File: config.mk
export PLATFORM = sky130hd
export DESIGN_NAME = brt_unit
export DESIGN_NICKNAME = d
export VERILOG_FILES = /design/src/rtl/brt_pkg.sv /design/src/rtl/brt_ctrl_reg.sv /design/src/rtl/brt_hist_stack.sv /design/src/rtl/brt_msg_log.sv /design/src/rtl/brt_unit.sv
export SDC_FILE = /design/constraint.sdc
export NUM_CORES = 1
export LEC_CHECK = 0
export ABC_AREA = 1
export ABC_CLOCK_PERIOD_IN_PS = 9000
export BUFFER_PORTS_ARGS = -buffer_cell sky130_fd_sc_hd__buf_2
export CAP_MARGIN = 0
export CORE_MARGIN = 2
export CORE_UTILIZATION = 38
export DETAILED_ROUTE_END_ITERATION = 12
export GPL_TIMING_DRIVEN = 0
export PLACE_DENSITY = 0.66
export SETUP_SLACK_MARGIN = 0.05
export SLEW_MARGIN = 20
export SYNTH_ARGS = -nofsm -noshare
export SYNTH_HDL_FRONTEND = slang
export SYNTH_SLANG_ARGS = --single-unit
File: constraint.sdc
create_clock -name clk -period 9 [get_ports clk]
set_input_delay 0.9 -clock clk [delete_from_list [all_inputs] [get_ports clk]]
set_output_delay 0.9 -clock clk [all_outputs]
set_load 0.02 [all_outputs]
File: src/rtl/brt_pkg.sv
// Package: shared constants for the branch trace recording unit.
// Assumes a 12-bit register address space and 32-bit register data.
package brt_pkg;
    localparam int REG_W  = 32;
    localparam int RA_W   = 12;

    // Event kinds carried on evt_kind
    localparam logic [1:0] EV_NOTTAKEN = 2'd0;
    localparam logic [1:0] EV_TAKEN    = 2'd1;
    localparam logic [1:0] EV_INTR     = 2'd2;
    localparam logic [1:0] EV_EXCP     = 2'd3;

    // Register addresses
    localparam logic [RA_W-1:0] A_CTRL  = 12'h1D9;
    localparam logic [RA_W-1:0] A_BASE  = 12'h1DA;
    localparam logic [RA_W-1:0] A_LIMIT = 12'h1DB;
    localparam logic [RA_W-1:0] A_INDEX = 12'h1DC;
    localparam logic [RA_W-1:0] A_TOS   = 12'h1DD;
    localparam logic [RA_W-1:0] A_HIST  = 12'h040;

    // Control bit positions
    localparam int CB_HIST = 0;
    localparam int CB_STEP = 1;
    localparam int CB_MSG  = 6;
    localparam int CB_LOG  = 7;
    localparam int CB_FULL = 8;

    localparam logic [REG_W-1:0] CTRL_MASK =
        (REG_W'(1) << CB_HIST) | (REG_W'(1) << CB_STEP) | (REG_W'(1) << CB_MSG) |
        (REG_W'(1) << CB_LOG)  | (REG_W'(1) << CB_FULL);
endpackage

File: src/rtl/brt_ctrl_reg.sv
// Module: control word storage.
// Holds only the implemented bits; unimplemented bits are dropped on write.
// Assumes wr_en is already address-decoded by the parent.
module brt_ctrl_reg
    import brt_pkg::*;
(
    input  logic             clk,
    input  logic             rst_n,
    input  logic             wr_en,
    input  logic [REG_W-1:0] wdata,
    output logic [REG_W-1:0] ctrl_word
);
    // Store the masked control word
    always_ff @(posedge clk) begin
        if (!rst_n)     ctrl_word <= '0;
        else if (wr_en) ctrl_word <= wdata & CTRL_MASK;
    end


    ctrl_write_chk: assert property (@(posedge clk) disable iff (!rst_n)
        wr_en |=> ((ctrl_word & ~CTRL_MASK) == '0) &&
                  ((ctrl_word & CTRL_MASK) == ($past(wdata) & CTRL_MASK)));

    ctrl_hold_chk: assert property (@(posedge clk) disable iff (!rst_n)
        !wr_en |=> $stable(ctrl_word));
endmodule

File: src/rtl/brt_hist_stack.sv
// Module: circular history stack of source/destination pairs.
// The pointer pre-increments on a push, so it always names the newest entry.
// Assumes DEPTH is a power of two, so the pointer wraps naturally.
module brt_hist_stack #(
    parameter int ADDR_W = 32,
    parameter int DEPTH  = 8,
    localparam int PTR_W = $clog2(DEPTH)
) (
    input  logic              clk,
    input  logic              rst_n,
    input  logic              push,
    input  logic [ADDR_W-1:0] push_from,
    input  logic [ADDR_W-1:0] push_to,
    input  logic [PTR_W-1:0]  rd_idx,
    output logic [ADDR_W-1:0] rd_from,
    output logic [ADDR_W-1:0] rd_to,
    output logic [PTR_W-1:0]  tos
);
    logic [ADDR_W-1:0] from_q [DEPTH];
    logic [ADDR_W-1:0] to_q   [DEPTH];
    logic [PTR_W-1:0]  tos_nxt;

    // Next top-of-stack slot
    always_comb tos_nxt = tos + PTR_W'(1);

    // Pointer update and entry write
    always_ff @(posedge clk) begin
        if (!rst_n) begin
            tos <= '0;
            for (int i = 0; i < DEPTH; i++) begin
                from_q[i] <= '0;
                to_q[i]   <= '0;
            end
        end else if (push) begin
            tos             <= tos_nxt;
            from_q[tos_nxt] <= push_from;
            to_q[tos_nxt]   <= push_to;
        end
    end

    // Read port
    always_comb begin
        rd_from = from_q[rd_idx];
        rd_to   = to_q[rd_idx];
    end


    tos_step_chk: assert property (@(posedge clk) disable iff (!rst_n)
        push |=> tos == PTR_W'($past(tos) + 1));

    tos_hold_chk: assert property (@(posedge clk) disable iff (!rst_n)
        !push |=> $stable(tos));

    top_entry_chk: assert property (@(posedge clk) disable iff (!rst_n)
        push |=> (from_q[tos] == $past(push_from)) && (to_q[tos] == $past(push_to)));
endmodule

File: src/rtl/brt_msg_log.sv
// Module: trace message output and buffer logger.
// Owns the buffer base, limit and index registers. A write to the index
// register outranks a same-cycle log request and clears the interrupt.
// Assumes limit >= 1 and records of 2^REC_SH bytes.
module brt_msg_log #(
    parameter int ADDR_W = 32,
    parameter int IDX_W  = 16,
    parameter int REC_SH = 3
) (
    input  logic                clk,
    input  logic                rst_n,
    input  logic                ev_fire,
    input  logic [1:0]          ev_kind,
    input  logic [ADDR_W-1:0]   ev_from,
    input  logic [ADDR_W-1:0]   ev_to,
    input  logic                msg_en,
    input  logic                log_en,
    input  logic                irq_mode,
    input  logic                wr_base,
    input  logic                wr_limit,
    input  logic                wr_index,
    input  logic [ADDR_W-1:0]   wdata_addr,
    input  logic [IDX_W-1:0]    wdata_idx,
    output logic                msg_valid,
    output logic [2*ADDR_W+1:0] msg_data,
    output logic                buf_we,
    output logic [ADDR_W-1:0]   buf_addr,
    output logic [2*ADDR_W-1:0] buf_wdata,
    output logic                buf_irq,
    output logic [ADDR_W-1:0]   base_q,
    output logic [IDX_W-1:0]    limit_q,
    output logic [IDX_W-1:0]    index_q
);
    logic             log_req;
    logic             at_full;
    logic [IDX_W-1:0] slot;
    logic [IDX_W-1:0] slot_inc;

    // Request and slot selection
    always_comb begin
        log_req  = ev_fire && msg_en && log_en;
        at_full  = (index_q >= limit_q);
        slot     = (at_full && !irq_mode) ? '0 : index_q;
        slot_inc = slot + IDX_W'(1);
    end

    // Trace message register
    always_ff @(posedge clk) begin
        if (!rst_n) begin
            msg_valid <= 1'b0;
            msg_data  <= '0;
        end else begin
            msg_valid <= ev_fire && msg_en;
            if (ev_fire && msg_en) msg_data <= {ev_kind, ev_from, ev_to};
        end
    end

    // Base and limit registers
    always_ff @(posedge clk) begin
        if (!rst_n) begin
            base_q  <= '0;
            limit_q <= '0;
        end else begin
            if (wr_base)  base_q  <= wdata_addr;
            if (wr_limit) limit_q <= wdata_idx;
        end
    end

    // Index, buffer write port and full interrupt
    always_ff @(posedge clk) begin
        if (!rst_n) begin
            index_q   <= '0;
            buf_we    <= 1'b0;
            buf_addr  <= '0;
            buf_wdata <= '0;
            buf_irq   <= 1'b0;
        end else begin
            buf_we <= 1'b0;
            if (wr_index) begin
                index_q <= wdata_idx;
                buf_irq <= 1'b0;
            end else if (log_req) begin
                if (irq_mode && (at_full || buf_irq)) begin
                    buf_irq <= 1'b1;
                end else begin
                    buf_we    <= 1'b1;
                    buf_addr  <= base_q + (ADDR_W'(slot) << REC_SH);
                    buf_wdata <= {ev_from, ev_to};
                    if (slot_inc >= limit_q) begin
                        if (irq_mode) begin
                            index_q <= slot_inc;
                            buf_irq <= 1'b1;
                        end else begin
                            index_q <= '0;
                        end
                    end else begin
                        index_q <= slot_inc;
                    end
                end
            end
        end
    end


    msg_cause_chk: assert property (@(posedge clk) disable iff (!rst_n)
        msg_valid |-> $past(ev_fire && msg_en));

    log_cause_chk: assert property (@(posedge clk) disable iff (!rst_n)
        buf_we |-> $past(ev_fire && msg_en && log_en && !wr_index));

    irq_clear_chk: assert property (@(posedge clk) disable iff (!rst_n)
        $fell(buf_irq) |-> $past(wr_index));

    irq_stop_chk: assert property (@(posedge clk) disable iff (!rst_n)
        ($past(buf_irq) && $past(irq_mode) && !$past(wr_index)) |-> !buf_we);

    idx_prio_chk: assert property (@(posedge clk) disable iff (!rst_n)
        wr_index |=> !buf_we && (index_q == $past(wdata_idx)));
endmodule

File: src/rtl/brt_unit.sv
// Module: branch trace recording unit, top level.
// Qualifies retirement events, decodes the register port and routes
// each qualifying event to the history stack and the message/log path.
// Assumes DEPTH is a power of two and the buffer limit is >= 1.
module brt_unit
    import brt_pkg::*;
#(
    parameter int ADDR_W = 32,
    parameter int DEPTH  = 8,
    parameter int IDX_W  = 16
) (
    input  logic                clk,
    input  logic                rst_n,
    input  logic                evt_valid,
    input  logic [1:0]          evt_kind,
    input  logic [ADDR_W-1:0]   evt_from,
    input  logic [ADDR_W-1:0]   evt_to,
    input  logic                reg_wr,
    input  logic [RA_W-1:0]     reg_addr,
    input  logic [REG_W-1:0]    reg_wdata,
    output logic [REG_W-1:0]    reg_rdata,
    output logic                msg_valid,
    output logic [2*ADDR_W+1:0] msg_data,
    output logic                buf_we,
    output logic [ADDR_W-1:0]   buf_addr,
    output logic [2*ADDR_W-1:0] buf_wdata,
    output logic                buf_irq
);
    localparam int PTR_W  = $clog2(DEPTH);
    localparam int HIST_N = 2 * DEPTH;

    logic [REG_W-1:0]  ctrl_word;
    logic              ev_fire;
    logic [RA_W-1:0]   hoff;
    logic              in_hist;
    logic [PTR_W-1:0]  h_idx;
    logic [ADDR_W-1:0] h_from, h_to;
    logic [PTR_W-1:0]  tos;
    logic [ADDR_W-1:0] base_q;
    logic [IDX_W-1:0]  limit_q, index_q;

    // Event qualification and history window decode
    always_comb begin
        ev_fire = evt_valid && (evt_kind != EV_NOTTAKEN);
        hoff    = reg_addr - A_HIST;
        in_hist = (hoff < RA_W'(HIST_N));
        h_idx   = PTR_W'(hoff >> 1);
    end

    brt_ctrl_reg u_ctrl (
        .clk       (clk),
        .rst_n     (rst_n),
        .wr_en     (reg_wr && (reg_addr == A_CTRL)),
        .wdata     (reg_wdata),
        .ctrl_word (ctrl_word)
    );

    brt_hist_stack #(.ADDR_W(ADDR_W), .DEPTH(DEPTH)) u_hist (
        .clk       (clk),
        .rst_n     (rst_n),
        .push      (ev_fire && ctrl_word[CB_HIST]),
        .push_from (evt_from),
        .push_to   (evt_to),
        .rd_idx    (h_idx),
        .rd_from   (h_from),
        .rd_to     (h_to),
        .tos       (tos)
    );

    brt_msg_log #(.ADDR_W(ADDR_W), .IDX_W(IDX_W)) u_log (
        .clk        (clk),
        .rst_n      (rst_n),
        .ev_fire    (ev_fire),
        .ev_kind    (evt_kind),
        .ev_from    (evt_from),
        .ev_to      (evt_to),
        .msg_en     (ctrl_word[CB_MSG]),
        .log_en     (ctrl_word[CB_LOG]),
        .irq_mode   (ctrl_word[CB_FULL]),
        .wr_base    (reg_wr && (reg_addr == A_BASE)),
        .wr_limit   (reg_wr && (reg_addr == A_LIMIT)),
        .wr_index   (reg_wr && (reg_addr == A_INDEX)),
        .wdata_addr (ADDR_W'(reg_wdata)),
        .wdata_idx  (IDX_W'(reg_wdata)),
        .msg_valid  (msg_valid),
        .msg_data   (msg_data),
        .buf_we     (buf_we),
        .buf_addr   (buf_addr),
        .buf_wdata  (buf_wdata),
        .buf_irq    (buf_irq),
        .base_q     (base_q),
        .limit_q    (limit_q),
        .index_q    (index_q)
    );

    // Register read multiplexer
    always_comb begin
        reg_rdata = '0;
        if (in_hist) begin
            reg_rdata = hoff[0] ? REG_W'(h_to) : REG_W'(h_from);
        end else begin
            case (reg_addr)
                A_CTRL:  reg_rdata = ctrl_word;
                A_BASE:  reg_rdata = REG_W'(base_q);
                A_LIMIT: reg_rdata = REG_W'(limit_q);
                A_INDEX: reg_rdata = REG_W'(index_q);
                A_TOS:   reg_rdata = REG_W'(tos);
                default: reg_rdata = '0;
            endcase
        end
    end


    nottaken_quiet_chk: assert property (@(posedge clk) disable iff (!rst_n)
        (evt_valid && evt_kind == EV_NOTTAKEN) |=> !msg_valid && $stable(tos));
endmodule

; Yosys cells after proc, flatten, opt, wreduce, memory -nomap -nowiden
; Memories as Yosys holds them, arrays and structs flattened.
; Index checks and enable logic that the tools add are counted.
[totals]
reg_bits = 237
ram_bits = 512
word_cells = 76
n_memories = 2
[op_classes]
add_sub_neg = 4
order_cmp = 3
n_eq_ne = 6
muxes = 23
bitwise_logic = 4
n_reduce_logical = 23
[mem_list]
columns = name, words, word_bits, rd, rd_clocked_by_memory_dff, write_ports, line
row1 = u_hist.from_q, 8, 32, 1, 0, 8, brt_hist_stack.sv:19  ; logic [ADDR_W-1:0] from_q [DEPTH];
row2 = u_hist.to_q, 8, 32, 1, 0, 8, brt_hist_stack.sv:20  ; logic [ADDR_W-1:0] to_q [DEPTH];
[op_table]
columns = operator, n
row1 = one-hot mux 32 bit (5 select lines), 1
row2 = 2-to-1 mux 32 bit, 4
row3 = 2-to-1 mux 16 bit, 6
row4 = OR reduction 32 bit, 2
row5 = equality test 12 x 9 -> 1 bit (second input constant), 5
row6 = adder 32 x 19 -> 32 bit, 1
row7 = >= comparator 16 bit, 2
row8 = adder 16 x 1 -> 16 bit (second input constant), 1
row9 = less-than comparator 12 x 5 -> 1 bit (second input constant), 1
row10 = subtractor 12 x 7 -> 12 bit (second input constant), 1
row11 = logical AND 1 bit, 10
row12 = 2-to-1 mux 1 bit, 10
row13 = nonzero test 2 bit, 4
row14 = 2-to-1 mux 3 bit, 2
row15 = AND reduction 3 bit, 2
row16 = inverter 1 bit, 4
row17 = adder 3 x 1 -> 3 bit (second input constant), 1
row18 = OR reduction 3 bit, 1
row19 = inequality test 2 x 1 -> 1 bit (second input constant), 1
row20 = AND reduction 2 bit, 1
row21 = OR reduction 2 bit, 1
row22 = zero test 1 bit, 1
row23 = logical OR 1 bit, 1

; Logic depth before layout (Yosys ltp)
; Gate-level depths: netlist of the first run.
[depth]
ltp_word = 9
ltp_mapped = 34

; Hierarchy
; From an unflattened synthesis of the first run, not the netlist that was laid out.
[hier_totals]
hier_cells = 4659
hier_area_um2 = 37269.5
[modules_own_cells]
columns = mod, instances, cells_per_inst, area_per_inst_um2, seq_area_each_um2
row1 = brt_hist_stack, 1, 2881, 24913.9, 15434.8
row2 = brt_msg_log, 1, 1373, 10289.9, 4584.4
row3 = brt_unit, 1, 346, 1654.1, 0.0
row4 = brt_ctrl_reg, 1, 59, 411.6, 100.1

; Worst setup path after synthesis of the first run
; No wires, ideal clock.
[synth_timing]
path_kind = register to register
start = register u_log.index_q[3]
end = register u_log.index_q[14]
setup_time_ns = 0.071
t_arrival_ns = 3.804
required_time_ns = 8.929
path_slack_ns = 5.125
path_stages_with_launch = 32
path_buffers = 2
synth_period_minus_slack_ns = 3.875
path_cell_list = dfxtp_1 ha_1 nand2_1 nor2_1 nor2_1 nand2_1 nand2_1 nand2_1 nand2_2 nand2_2 nand2_4 buf_12 inv_2 nor2_1 ha_1 nand4_4 nor2_4 nand4_1 and2_1 ha_1 nand2_1 inv_1 nand3_1 inv_1 a21oi_1 nand3_1 nand2_1 nand2_1 nor2_2 buf_2 nand3_1 a21oi_1
[synth_via]
elab_chain_cells = 9
[synth_rtl]
columns = item, line
row1 = start: declaration, brt_msg_log.sv:32  ; output logic [IDX_W-1:0] index_q
row2 = start signal: assignment, brt_msg_log.sv:80  ; index_q <= wdata_idx;
row3 = start signal: assignment, brt_msg_log.sv:91  ; index_q <= slot_inc;
row4 = start signal: assignment, brt_msg_log.sv:97  ; index_q <= slot_inc;
row5 = >= comparator 16 bit, brt_msg_log.sv:42  ; at_full = (index_q >= limit_q);
row6 = logical AND 1 bit, brt_msg_log.sv:43  ; slot = (at_full && !irq_mode) ? '0 : index_q;
row7 = 2-to-1 mux 16 bit, brt_msg_log.sv:43
row8 = adder 16 x 1 -> 16 bit, brt_msg_log.sv:44  ; slot_inc = slot + IDX_W'(1);
row9 = >= comparator 16 bit / 2-to-1 mux 16 bit (equally long branches), "brt_msg_log.sv:89, brt_msg_log.sv:90"
row10 = 2-to-1 mux 16 bit, brt_msg_log.sv:89  ; if (slot_inc >= limit_q) begin
row11 = 2-to-1 mux 16 bit, brt_msg_log.sv:83  ; if (irq_mode && (at_full || buf_irq)) begin
row12 = 2-to-1 mux 16 bit, brt_msg_log.sv:82  ; end else if (log_req) begin
row13 = 2-to-1 mux 16 bit, brt_msg_log.sv:79  ; if (wr_index) begin
; Several ways; a longest one is shown, not always the timed one. The select of a mux whose other input is x is not followed.
; A chain may end at the register's enable or synchronous reset.

; Final worst setup path of the first run
[layout_timing]
start = input reg_addr[2]
end = output reg_rdata[1]
[layout_via]
elab_chain_cells = 4
[layout_rtl]
columns = item, line
row1 = start: declaration, brt_unit.sv:19  ; input logic [RA_W-1:0] reg_addr,
row2 = branches (longest 3 deep; another with subtractor 12 x 7 -> 12 bit), --
row3 = 2-to-1 mux 32 bit (*), brt_unit.sv:99  ; if (in_hist) begin
row4 = end: declaration, brt_unit.sv:21  ; output logic [REG_W-1:0] reg_rdata,
; Mark *: on every way between the ends.

==> results of run 1 <==
-- logic make-up after synthesis --
| logic type | after synthesis | share of synthesized area |
|---|---|---|
| compound gates | 908 | 0.153 |
| fa+ha+maj | 51 | 0.0194 |
| buf+inv | 427 | 0.0544 |
| flops | 749 | 0.604 |
| simple gates | 1334 | 0.162 |
| xor+xnor | 24 | 0.00699 |
-- layout by cell type, fill, tap and decap left out, types with 10 or more instances in the layout --
master,n
a21oi_1,229
o21ai_0,462
clkbuf_1,157
nand3_1,56
clkinv_2,11
a211oi_1,37
nand2_4,10
a22oi_1,19
inv_1,116
o22ai_1,58
clkbuf_16,86
edfxtp_1,512
ha_1,50
buf_4,10
nand4_1,20
clkbuf_8,11
nand2_1,177
clkinv_1,71
xor2_1,13
nor2_1,986
dfxtp_1,237
buf_6,11
buf_2,363
buf_1,14
nor3_1,39
o2111ai_1,44
-- per-layer routing --
layer / global-route usage / wire, microns / up-vias / part of all wire
li1: - / - / 12900 / -
met1: 0.379 / 49800 / 14200 / 0.36
met2: 0.449 / 59400 / 2306 / 0.43
met3: 0.0960 / 19400 / 460 / 0.14
met4: 0.154 / 8320 / 12 / 0.061
met5: 0 / 77 / - / 0.00056
-- final timing paths --
kind	cells after the start	to	from	slack, ns
max	10	reg_rdata[1]	reg_addr[2]	3.62
min	3	u_log.base_q[23]$_SDFFE_PN0P_	reg_wdata[23]	0.48
max reg2reg	31	u_log.index_q[14]$_SDFFE_PN0P_	u_log.index_q[3]$_SDFFE_PN0P_	3.74
min reg2reg	2	u_log.limit_q[7]$_SDFFE_PN0P_	u_log.limit_q[7]$_SDFFE_PN0P_	0.49
-- worst register-to-register path, delay by kind of cell, from the launching register on --
kind	cells	cell delay (ns)
adder cells (fa/ha/maj)	3	0.90
AO/OA/AOI/OAI	2	0.36
AND/OR/NAND/NOR	21	2.72
flip-flops	1	0.52
buffers and inverters	5	0.68
-- metrics by stage --
| stage | cells | hold slack [ns] | utilization |
|---|---|---|---|
| after global routing | 5113 | 0.476 | 0.453 |
| after global placement | 4955 | 0.478 | 0.418 |
| final | 5119 | 0.480 | 0.453 |
| after floorplan | 3493 | 0.471 | - |
| after CTS | 5113 | 0.467 | 0.453 |
| after detailed placement | 4963 | 0.483 | 0.421 |
-- power by group through the flow --
stage	logic (mW)	clock network, mW	registers, mW
2_1_floorplan	0.225	0	3.84
3_3_place_gp	0.459	0	3.85
3_5_place_dp	0.476	0	3.84
4_1_cts	0.478	3.45	3.77
5_1_grt	0.515	3.58	3.78
6_report	0.505	3.45	3.77
-- flip-flops by register name, summed over array words and instances, names as in the netlist, 16 cells and up --
register         flops
u_log.base_q        32
u_hist.from_q      256
u_log.buf_wdata     64
u_log.limit_q       16
u_hist.to_q        256
u_log.index_q       16
u_log.buf_addr      32
u_log.msg_data      66
-- layout make-up --
| cell class | instances | share of cell area |
|---|---|---|
| Buffer | 237 | 0.0281 |
| Timing Repair Buffer | 315 | 0.0442 |
| Clock buffer | 118 | 0.0609 |
| Clock inverter | 32 | 0.00809 |
| Multi-Input combinational cell | 2317 | 0.291 |
| Sequential cell | 749 | 0.512 |
| Antenna cell | 6 | 0.000382 |
| Inverter | 190 | 0.0182 |
| Tap cell | 1155 | 0.0368 |
==> impl_metrics.csv, run 1 <==
group,metric,value,unit
outcome,status,"completed",
critical_path,path_cells,"buf_2, clkbuf_1, clkbuf_1, o21ai_0, o22ai_1, nand2_1, o2111ai_1, nand3_1, o2111ai_1, buf_2",
critical_path,cp-start-kind,"input pin",
global_route,grt_overflow,0,
floorplan,die_h,300,microns
logic_synthesis,synth_top_area_share,0.462,
clock_tree,clk_latency,0.66,ns
timing,hold_viol,0,
clock_tree,cts_setup_buffers,0,
timing,slew-limit-headroom,0.134,
detailed_routing,drtIter0Drc,4574,
detailed_routing,avgRoutedWirePerCell,26.7,microns
critical_path,max_stage_delay,0.81,ns
power,ir_drop,0.145,mV
logic_synthesis,yosys-top-cells-count,"nor2_1 (986), edfxtp_1 (512), o21ai_0 (462), dfxtp_1 (237), a21oi_1 (229)",
floorplan,rows,108,
power,power_frac_seq,0.488,
global_route,grt_pass1_wl,192000,microns
global_route,grt_start_max_net_pins,48,
floorplan,die_area,90000,sq um
floorplan,dieWidth,300,microns
timing,fin_worst_skew,0.0122,ns
clock_tree,cts_sinks,749,
finish,seq_area,20100,sq um
placed_design,placed_area,36500,sq um
critical_path,crit_type,"in2out",
logic_synthesis,syn_nets,3658,
detailed_routing,drtAntennaViolNets,0,
logic_synthesis,synth_edf_count,512,
critical_path,cp_max_fo,10,
logic_synthesis,syn_area,33300,sq um
finish,fin_area,39300,sq um
logic_synthesis,syn_inst,3493,
timing,tightest_slew,1.30,ns
hold_path,min_path_type,"in2reg",
floorplan,core,86800,sq um
detailed_routing,post_drt_via_cell_ratio,5.84,
clock_tree,cts_buffers,83,
global_route,first_global_vias,27900,
logic_synthesis,avgSynthCellArea,9.53,sq um
timing,max_clock_freq,186,MHz
clock_tree,tritoncts,"done",
timing,slew_viol_final,0,
power,p_int,5.83,mW
run,cap_violations,0,
logic_synthesis,synthTopCellsByArea,"edfxtp_1 (46%), dfxtp_1 (14%), nor2_1 (11%)",
finish,syn_to_final_growth,17.9,%
power,p_leak,15.7,nW
critical_path,cp_top_family,"buffers and inverters",
timing,fin_tns_setup,0,ns
power,pwr-share-clk,0.447,
power,total_power,7.73,mW
clock_tree,clockBufferDepth,3,
critical_path,critPathSlowestCell,"clkbuf_1",
detailed_routing,vias,29900,
power,power_switching,1.90,mW
detailed_routing,route.detailed.drc,0,
finish,layout-drive-gt1-share,0.147,
detailed_routing,drtPass1Iterations,9,
logic_synthesis,yosysWarnings,0,
critical_path,critPathBufInv,4,
timing,fin_crit,5.38,ns
placed_design,pre_cts_ws,3.83,ns
timing,setup_slack,3.62,ns
timing,rsz0062_at_grt,"false",
clock_tree,hold_buffers,0,
logic_synthesis,ys_seq_area_frac,0.604,
floorplan,ios,311,
logic_synthesis,ys.flop_type,"edfxtp_1",
finish,nNetsFinal,4058,
global_route,grt_usage,0.297,
placed_design,routabilityCongestion,0.971,
detailed_routing,wirelength,137000,microns
logic_synthesis,yosysTopAreaCell,"edfxtp_1",
critical_path,critPathRequiredTime,8.10,ns
power,pwr-share-comb,0.065,
clock_tree,clock-root-buffer,"clkbuf_16",
logic_synthesis,ys_ff_latch,749,
timing,setup_viol,0,
placed_design,port_buffers,307,
clock_tree,clkTransAtPathRegs,0.06,ns
placed_design,dpl.hpwl,95600,microns
finish,multi_input_area,11400,sq um
logic_synthesis,synth.distinct_cells,61,
global_route,antenna_found_initial,11,
logic_synthesis,synthArstFlopShare,0,
logic_synthesis,synth_most_common_cell,"nor2_1",
timing,period_share,0.598,
critical_path,end_kind,"output port",
clock_tree,cts-resized-gates,0,
power,swShare,0.246,
clock_tree,htree_levels,3,
floorplan,initial_core_util,0.384,
power,power_density,197,nW/um^2
critical_path,worstPathArrival,4.48,ns
finish,num-fill-cells,8369,
Note: power is estimated with default switching activity, not from simulation.
==> run 2, diff against run 1 <==
Settings changed: ABC_CLOCK_PERIOD_IN_PS 9000 to 5600.
Clock period 9 ns to 5.6 ns, I/O delays scaled along.
==> run 2 against run 1 <==
Critical path depth rose by 21. Critical endpoint is now u_log.index_q[14]$_SDFFE_PN0P_. Highest routed layer unchanged. Die area did not move. Combinational power rose by 60%. Worst hold slack got worse by 0.34 ns. Clock skew rose by 0.0037 ns.
==> impl_metrics.csv, run 2 (synthesis gave the netlist of run 1 again) <==
group,metric,value,unit
finish,layout-drive-gt1-share,0.148,
critical_path,cp_top_family,"simple AND/OR/NAND/NOR gates",
global_route,grt_usage,0.297,
placed_design,port_buffers,307,
placed_design,placed_area,36500,sq um
floorplan,core,86800,sq um
power,ir_drop,0.233,mV
finish,reg.largest.list,"u_hist.from_q x256, u_hist.to_q x256, u_log.msg_data x66",
critical_path,crit_type,"reg2reg",
timing,rsz0062_at_grt,"false",
power,power_density,316,nW/um^2
floorplan,rows,108,
critical_path,endpoint,"u_log.index_q[14]$_SDFFE_PN0P_",
critical_path,r2r_cells,31,
placed_design,routabilityCongestion,0.971,
clock_tree,clockBufferDepth,3,
power,total_power,12.4,mW
placed_design,dpl.hpwl,95600,microns
timing,max_clock_freq,196,MHz
critical_path,critPathRequiredTime,6.17,ns
global_route,first_global_vias,27900,
timing,slew_viol_final,0,
critical_path,critPathSlowestCell,"dfxtp_1",
critical_path,cp_max_fo,10,
finish,fin_area,39300,sq um
timing,period_share,0.910,
floorplan,ios,311,
clock_tree,tritoncts,"done",
critical_path,cp.depth,31,
detailed_routing,wirelength,137000,microns
detailed_routing,route.detailed.drc,0,
timing,hold_viol,0,
global_route,antenna_found_initial,10,
floorplan,die_h,300,microns
finish,syn_to_final_growth,17.9,%
detailed_routing,avgRoutedWirePerCell,26.7,microns
timing,tightest_slew,1.32,ns
critical_path,end_kind,"register",
critical_path,cp-startpoint,"u_log.index_q[3]$_SDFFE_PN0P_",
outcome,status,"completed",
finish,num-fill-cells,8367,
timing,fin_crit,5.10,ns
critical_path,worstPathArrival,5.67,ns
finish,seq_area,20100,sq um
run,cap_violations,0,
global_route,grt_start_max_net_pins,48,
timing,slew-limit-headroom,0.120,
floorplan,initial_core_util,0.384,
finish,layout_commonest_cell,"nor2_1",
timing,setup_slack,0.501,ns
floorplan,die_area,90000,sq um
detailed_routing,post_drt_via_cell_ratio,5.84,
detailed_routing,drtIter0Drc,4449,
critical_path,critPathBufInv,5,
global_route,grt_overflow,0,
critical_path,cp-start-kind,"register",
critical_path,max_stage_delay,0.52,ns
placed_design,pre_cts_ws,0.430,ns
clock_tree,clock-root-buffer,"clkbuf_16",
finish,nNetsFinal,4058,
floorplan,dieWidth,300,microns
detailed_routing,drtAntennaViolNets,0,
clock_tree,htree_levels,3,
finish,final_util,0.453,
detailed_routing,vias,29900,
critical_path,r2r_start,"u_log.index_q[3]$_SDFFE_PN0P_",
critical_path,cpMostUsedCell,"nand2_1",
hold_path,min_path_type,"in2reg",
critical_path,reg2reg_to,"u_log.index_q[14]$_SDFFE_PN0P_",
detailed_routing,drtPass1Iterations,6,
clock_tree,cts_sinks,749,
clock_tree,clkTransAtPathRegs,0.06,ns
timing,fin_worst_skew,0.0159,ns
global_route,grt_pass1_wl,192000,microns
clock_tree,clk_latency,0.66,ns
critical_path,ff2ff_setup_slack,0.50,ns
timing,setup_viol,0,
clock_tree,cts_buffers,83,
finish,multi_input_area,11400,sq um
finish,most-common-layout-cells,"nor2_1 (985), edfxtp_1 (512), o21ai_0 (462), buf_2 (363), dfxtp_1 (237)",
clock_tree,cts_setup_buffers,0,
power,p_leak,15.7,nW
[run 2: changes by cell type in the layout (fill, tap and decap cells not counted), sizes merged]
cell	delta
diode	-1
[run 2: routing by layer]
layer | share of wire | GRT usage | up-vias
met1 | 0.36 | 0.379 | 14200
met3 | 0.14 | 0.0972 | 442
met4 | 0.058 | 0.153 | 10
met2 | 0.43 | 0.450 | 2310
li1 | - | - | 12900
met5 | 0.00053 | 0 | -
[run 2: timing repair]
| item | CTS | global route |
|---|---|---|
| resized for setup | 0 | 2 |
| hold endpoints to repair | 0 | 0 |
| endpoints found under the setup margin | 0 | 8 |
| hold buffers | 0 | 0 |
[run 2: worst min path at each step]
stage,startpoint,to,depth (start not counted)
after global placement,u_log.limit_q[2]$_SDFFE_PN0P_,u_log.limit_q[2]$_SDFFE_PN0P_,2
final,reg_wdata[23],u_log.base_q[23]$_SDFFE_PN0P_,3
after floorplan,u_log.limit_q[4]$_SDFFE_PN0P_,u_log.limit_q[4]$_SDFFE_PN0P_,2
after CTS,reg_wdata[23],u_log.base_q[23]$_SDFFE_PN0P_,3
after detailed placement,u_log.limit_q[5]$_SDFFE_PN0P_,u_log.limit_q[5]$_SDFFE_PN0P_,2
after global routing,reg_wdata[25],u_log.base_q[25]$_SDFFE_PN0P_,3
[run 2: tightest hold or removal path: cells and delay by family]
family / cells / cell delay, ns
buf+inv: 1 / 0.08
simple gates: 2 / 0.12
[run 2: where the power goes]
part / switching (mW) / internal (mW) / total (mW)
logic: 0.647 / 0.164 / 0.810
clock network: 2.36 / 3.18 / 5.54
registers: 0.0360 / 6.02 / 6.06
total: 3.04 / 9.37 / 12.4
[run 2: stage by stage]
| step | std cells | TNS [ns] | hold slack [ns] |
|---|---|---|---|
| floorplan | 3493 | 0 | 0.471 |
| finish | 5118 | 0 | 0.138 |
| global placement | 4955 | -159.56 | 0.478 |
| detailed placement | 4963 | 0 | 0.483 |
| global route | 5113 | 0 | 0.136 |
| CTS | 5113 | 0 | 0.127 |
[run 2: layout make-up]
cell class	instances	share of cell area
antenna	5	0.000319
buffer	237	0.0281
clock buffer	118	0.0609
clock inverter	32	0.00809
inverter	190	0.0182
multi-input combinational	2317	0.291
sequential	749	0.512
tap	1155	0.0368
timing repair buffer	315	0.0441
